<file path="src/rtl/sysctl_pkg.sv">
package sysctl_pkg;

  typedef struct packed {
    logic ts;
    logic em;
    logic mp;
    logic pe;
  } mode_t;

  typedef enum logic [1:0] {
    WS_CTRL = 2'd0,
    WS_MSW  = 2'd1,
    WS_BASE = 2'd2,
    WS_NONE = 2'd3
  } wsel_t;

  typedef enum logic [1:0] {
    RS_CTRL  = 2'd0,
    RS_FAULT = 2'd1,
    RS_BASE  = 2'd2,
    RS_ZERO  = 2'd3
  } rsel_t;

endpackage

</file>
<file path="src/rtl/sysctl_modereg.sv">
module sysctl_modereg
  import sysctl_pkg::*;
(
  input  logic       clk,
  input  logic       rst,
  input  logic       full_we,
  input  logic       msw_we,
  input  logic [3:0] wdata,
  input  logic       tsw,
  output mode_t      mode_q
);

  always_ff @(posedge clk) begin
    if (rst) begin
      mode_q <= '0;
    end else begin
      if (full_we) begin
        mode_q <= mode_t'(wdata);
      end else if (msw_we) begin
        mode_q.ts <= wdata[3];
        mode_q.em <= wdata[2];
        mode_q.mp <= wdata[1];
        mode_q.pe <= mode_q.pe | wdata[0];
      end
      if (tsw) begin
        mode_q.ts <= 1'b1;
      end
    end
  end

endmodule

</file>
<file path="src/rtl/sysctl_capreg.sv">
module sysctl_capreg #(
  parameter int W = 32
) (
  input  logic         clk,
  input  logic         rst,
  input  logic         cap,
  input  logic [W-1:0] din,
  output logic [W-1:0] q
);

  always_ff @(posedge clk) begin
    if (rst)      q <= '0;
    else if (cap) q <= din;
  end

endmodule

</file>
<file path="src/rtl/sysctl_pdbase.sv">
module sysctl_pdbase #(
  parameter int AW = 32,
  parameter int PS = 12
) (
  input  logic          clk,
  input  logic          rst,
  input  logic          we,
  input  logic [AW-1:0] wdata,
  input  logic          tsw,
  input  logic [AW-1:0] tsw_base,
  output logic [AW-1:0] base_q,
  output logic          flush_q
);

  localparam int HI = AW - PS;

  logic [HI-1:0] frame_q;
  logic          changed;

  assign changed = tsw && (tsw_base[AW-1:PS] != frame_q);
  assign base_q  = {frame_q, {PS{1'b0}}};

  always_ff @(posedge clk) begin
    if (rst) begin
      frame_q <= '0;
      flush_q <= 1'b0;
    end else begin
      if (tsw)     frame_q <= tsw_base[AW-1:PS];
      else if (we) frame_q <= wdata[AW-1:PS];
      flush_q <= we | changed;
    end
  end

endmodule

</file>
<file path="src/rtl/sysctl_cptrap.sv">
module sysctl_cptrap
  import sysctl_pkg::*;
#(
  parameter int VW  = 8,
  parameter int VEC = 7
) (
  input  mode_t         mode,
  input  logic          esc,
  input  logic          wt,
  output logic          trap,
  output logic [VW-1:0] vec
);

  always_comb begin
    if (esc) trap = mode.ts | mode.em;
    else     trap = wt & mode.mp & mode.ts;
    vec = trap ? VW'(VEC) : '0;
  end

endmodule

</file>
<file path="src/rtl/sysctl_unit.sv">
module sysctl_unit
  import sysctl_pkg::*;
#(
  parameter int AW  = 32,
  parameter int PS  = 12,
  parameter int VW  = 8,
  parameter int VEC = 7
) (
  input  logic          clk,
  input  logic          rst,
  input  logic          wr_en,
  input  logic [1:0]    wr_sel,
  input  logic [AW-1:0] wr_data,
  input  logic [1:0]    rd_sel,
  output logic [AW-1:0] rd_data,
  input  logic          tsw_valid,
  input  logic [AW-1:0] tsw_base,
  input  logic          pf_valid,
  input  logic [AW-1:0] pf_addr,
  input  logic          insn_esc,
  input  logic          insn_wait,
  output logic          trap_req,
  output logic [VW-1:0] trap_vec,
  output logic          tlb_flush,
  output logic          prot_mode
);

  localparam int MB = $bits(mode_t);

  mode_t         mode_q;
  logic [AW-1:0] fault_q;
  logic [AW-1:0] base_q;
  logic [AW-1:0] ctrl_word;
  logic          full_we, msw_we, base_we;

  assign full_we = wr_en && (wsel_t'(wr_sel) == WS_CTRL);
  assign msw_we  = wr_en && (wsel_t'(wr_sel) == WS_MSW);
  assign base_we = wr_en && (wsel_t'(wr_sel) == WS_BASE);

  sysctl_modereg u_mode (
    .clk(clk), .rst(rst), .full_we(full_we), .msw_we(msw_we),
    .wdata(wr_data[MB-1:0]), .tsw(tsw_valid), .mode_q(mode_q)
  );

  sysctl_capreg #(.W(AW)) u_fault (
    .clk(clk), .rst(rst), .cap(pf_valid), .din(pf_addr), .q(fault_q)
  );

  sysctl_pdbase #(.AW(AW), .PS(PS)) u_base (
    .clk(clk), .rst(rst), .we(base_we), .wdata(wr_data),
    .tsw(tsw_valid), .tsw_base(tsw_base), .base_q(base_q), .flush_q(tlb_flush)
  );

  sysctl_cptrap #(.VW(VW), .VEC(VEC)) u_trap (
    .mode(mode_q), .esc(insn_esc), .wt(insn_wait), .trap(trap_req), .vec(trap_vec)
  );

  assign ctrl_word = {{(AW-MB){1'b0}}, mode_q};
  assign prot_mode = mode_q.pe;

  always_ff @(posedge clk) begin
    if (rst) begin
      rd_data <= '0;
    end else begin
      case (rsel_t'(rd_sel))
        RS_CTRL:  rd_data <= ctrl_word;
        RS_FAULT: rd_data <= fault_q;
        RS_BASE:  rd_data <= base_q;
        default:  rd_data <= '0;
      endcase
    end
  end

endmodule

</file>
<file path="config.mk">
export PLATFORM = sky130hd
export DESIGN_NAME = sysctl_unit
export DESIGN_NICKNAME = d
export VERILOG_FILES = /design/src/rtl/sysctl_pkg.sv /design/src/rtl/sysctl_modereg.sv /design/src/rtl/sysctl_capreg.sv /design/src/rtl/sysctl_pdbase.sv /design/src/rtl/sysctl_cptrap.sv /design/src/rtl/sysctl_unit.sv
export SDC_FILE = /design/constraint.sdc
export NUM_CORES = 1
export LEC_CHECK = 0
export ABC_CLOCK_PERIOD_IN_PS = 3100
export BUFFER_PORTS_ARGS = -buffer_cell sky130_fd_sc_hd__buf_2
export CORE_ASPECT_RATIO = 0.7
export CORE_MARGIN = 1
export CORE_UTILIZATION = 45
export DETAILED_ROUTE_END_ITERATION = 12
export PLACE_DENSITY = 0.82
export SYNTH_ARGS = -nofsm -noshare
export SYNTH_HDL_FRONTEND = slang
export SYNTH_SLANG_ARGS = --single-unit
</file>
<file path="constraint.sdc">
create_clock -name clk -period 3.1 [get_ports clk]
set_clock_uncertainty 0.15 [all_clocks]
set_input_delay 0.31 -clock clk [delete_from_list [all_inputs] [get_ports clk]]
set_output_delay 0.31 -clock clk [all_outputs]
set_load 0.05 [all_outputs]
</file>
==> metrics.md <==
| Metric | Value |
|---|---|
| Status | `complete, no violations` |
| Total Neg Setup Slack | `0 ps` |
| Root Buffer Master | `clkbuf_16` |
| Sequential Area | `0.00178 mm2` |
| F_max | `584 MHz` |
| GR Util All Layers | `0.215` |
| Post-synthesis register bit count | `89` |
| RSZ-0062 raised after global routing | `false` |
| Full die area | `0.00826 mm2` |
| HP Class | `input pin to flip-flop` |
| WHS | `58.1 ps` |
| Req. time, crit path | `2640 ps` |
| Vias | `2827` |
| Final min period | `1710 ps` |
| Max IR drop VDD | `411 uV` |
| Vias in the first global route | `2744` |
| Clk pin slew, worst setup/hold paths | `60 ps` |
| Reg2reg setup slack | `1560 ps` |
| Max incr delay on CP | `360 ps` |
| Fin cells | `563` |
| Top post-synthesis cells by area | `dfxtp_1, mux2i_1, nor2_1, a211oi_1, a22oi_1` |
| Worst r2r src | `u_base.frame_q[3]` |
| Fill cell count | `650` |
| Seq pwr share | `0.450` |
| Critical path class | `flip-flop to output pin` |
| Power Total | `2.76 mW` |
| CP max-delay cell | `dfxtp_1` |
| Hpwl dp | `5.93 mm` |
| Area growth, synth to finish | `25.6%` |
| Skew-Pair Late Insertion Delay | `340 ps` |
| Clk buf depth | `2` |
| Comb pwr share | `0.125` |
| Placer Congestion | `0.781` |
| Port bufs | `124` |
| Initial antenna violation count | `0` |
| Total grt overflow | `0` |
| Resize count post-CTS | `0` |
| Die Span Y | `76.3 um` |
| CTS sink cnt | `89` |
| Drt drc | `0` |
| Max Slew Vio Count | `0` |
| Max-capacitance violation count | `0` |
| I/O Pins | `150` |
| Syn Inst Count | `350` |
| Die width | `108 um` |
| Core Rows | `26` |
| Post-synth top area share | `0.502` |
| Post-synthesis sequential area ratio | `0.502` |
| End of the worst hold path | `u_fault.q[24]` |
| CP top delay family | `flip-flops` |
| Worst-Margin Slew | `999 ps` |
| Netlist cell types | `28` |
| Initial core utilization | `0.475` |
| Crit path buf inv count | `1` |
| P_sw | `0.690 mW` |
| Share of post-route cells with drive strength above 1 | `0.314` |
| Post-route ant nets | `0` |
| Post-layout util | `0.596` |
| Worst Setup End Kind | `output pin` |
| H-tree Lvls | `3` |
| Warnings, synthesis | `0` |
| Largest net degree at the start of global routing | `44` |
| Number of vias per cell | `5.02` |
| Clock power frac | `0.425` |
| Max_slew headroom | `0.334` |
| Min-delay src | `pf_addr[24]` |
| Sw frac | `0.250` |
| Post-Synthesis Cell Area | `0.00355 mm2` |
| Crit-path max FO | `4` |
| Final Hold Vio Count | `0` |
| FF-to-FF End | `u_base.flush_q` |
| DRT iter0 DRCs | `117` |
| Placed cells | `547` |
| Internal power | `2.07 mW` |
| WP data arrival | `1250 ps` |
| Avg Inst Size Synth | `10.1 um2` |
| Drt total wl | `8.50 mm` |
| Final setup fails | `0` |
| Period utilization | `0.553` |
| CTS tree | `done` |
| Cell taking the most area after synthesis | `dfxtp_1` |
| Clock buffer count from CTS | `9` |
| First-pass GRT wire length | `13.5 mm` |
| CP cell instances | `a21oi_1 -> nor2_1 -> buf_2` |
| Critical path depth in cells | `3` |
| WL/cell | `15.1 um` |
| Reg2Reg Depth | `4` |
| Core Region | `0.00748 mm2` |
| PD cells | `619 mW/mm2` |
| Initial DRT Pass Iterations | `5` |
| # diodes | `0` |
| Hold Buf Count CTS | `0` |
| Setup Fix Bufs, Post-CTS | `0` |
| Leakage power | `2.19 nW` |
| Final #Nets | `567` |
| Multi-input logic area | `0.00157 mm2` |
| Cell depth of the worst hold path | `3` |
| CP Launch Type | `flip-flop` |
cells by family (layout without fill, tap and decap cells):
| group | Yosys count | count (layout) | synth area share |
|---|---|---|---|
| simple gates | 100 | 100 | 0.125 |
| mux | 59 | 59 | 0.166 |
| buf+inv | 35 | 146 | 0.0606 |
| xor+xnor | 20 | 20 | 0.0493 |
| compound gates | 46 | 46 | 0.0958 |
| other cells | 1 | 5 | 0.00106 |
| flops | 89 | 89 | 0.502 |
per-layer routing:
| layer | GRT usage | up-vias | share of wire |
|---|---|---|---|
| li1 | - | 1415 | - |
| met1 | 0.270 | 1317 | 0.46 |
| met2 | 0.351 | 93 | 0.48 |
| met3 | 0.0719 | 2 | 0.061 |
| met4 | 0.0589 | 0 | 0.0014 |
| met5 | 0 | - | 0 |
placed cells by master (no fill, tap or decap), drive strengths merged, types with 3 or more instances in the layout:
cell and n:
clkbuf 10, buf 128, xor2 4, a211oi 20, and2 8, nor2 75
conb 5, a21oi 4, clkinv 4, mux2i 59, a22oi 20, nand4 3
xnor2 16, nor3 4, dfxtp 89
cell type report:
type	instances	share of cell area
timing repair buffer	128	0.146
inverter	2	0.00168
tap	98	0.0275
clock inverter	6	0.0202
multi-input combinational	230	0.352
clock buffer	10	0.0536
sequential	89	0.399
how the worst max path moves through the flow:
| stage | to | from | slack (ps) |
|---|---|---|---|
| final | trap_req | u_mode.mode_q[1] | 1390 |
| after detailed placement | rd_data[10] | rd_sel[0] | 1200 |
| after floorplan | trap_vec[0] | u_mode.mode_q[1] | 1160 |
| after CTS | trap_req | u_mode.mode_q[1] | 1370 |
| after global routing | trap_vec[1] | u_mode.mode_q[1] | 1250 |
| after global placement | rd_data[4] | rd_sel[1] | 1240 |
power by group through the flow:
stage	registers, mW	clock network, mW	logic, mW
finish	1.24	1.17	0.345
detailed placement	1.27	0	0.345
global route	1.25	1.24	0.377
global placement	1.26	0	0.335
CTS	1.24	1.20	0.347
floorplan	1.30	0	0.207
Yosys cell counts (all sizes together):
library cell,count
a211oi,20
a21oi,4
a221oi,1
a22oi,20
and2,8
and2b,2
and3,1
buf,27
clkbuf,6
clkinv,1
conb,1
dfxtp,89
inv,1
mux2i,59
nand2,1
nand3,1
nand3b,1
nand4,3
nor2,75
nor2b,2
nor3,4
nor4,2
o21ai,1
xnor2,16
xor2,4
per-stage QoR:
step / instance area (um2) / setup WS, ps
after floorplan: 3570 / 1160
after global placement: 4130 / 1240
after detailed placement: 4130 / 1200
after CTS: 4460 / 1370
after global routing: 4460 / 1250
final: 4460 / 1390
sequential cells by signal (all words and copies together) (netlist names):
| signal | count |
|---|---|
| u_base.flush_q | 1 |
| u_mode.mode_q | 4 |
| u_fault.q | 32 |
| u_base.frame_q | 20 |
| rd_data | 32 |
tightest hold or removal path: cells and delay by family:
| kind | cells | cell delay [ps] |
|---|---|---|
| buf+inv | 1 | 80 |
| simple gates | 1 | 70 |
| mux | 1 | 50 |
Note: power is estimated with default switching activity, not from simulation.
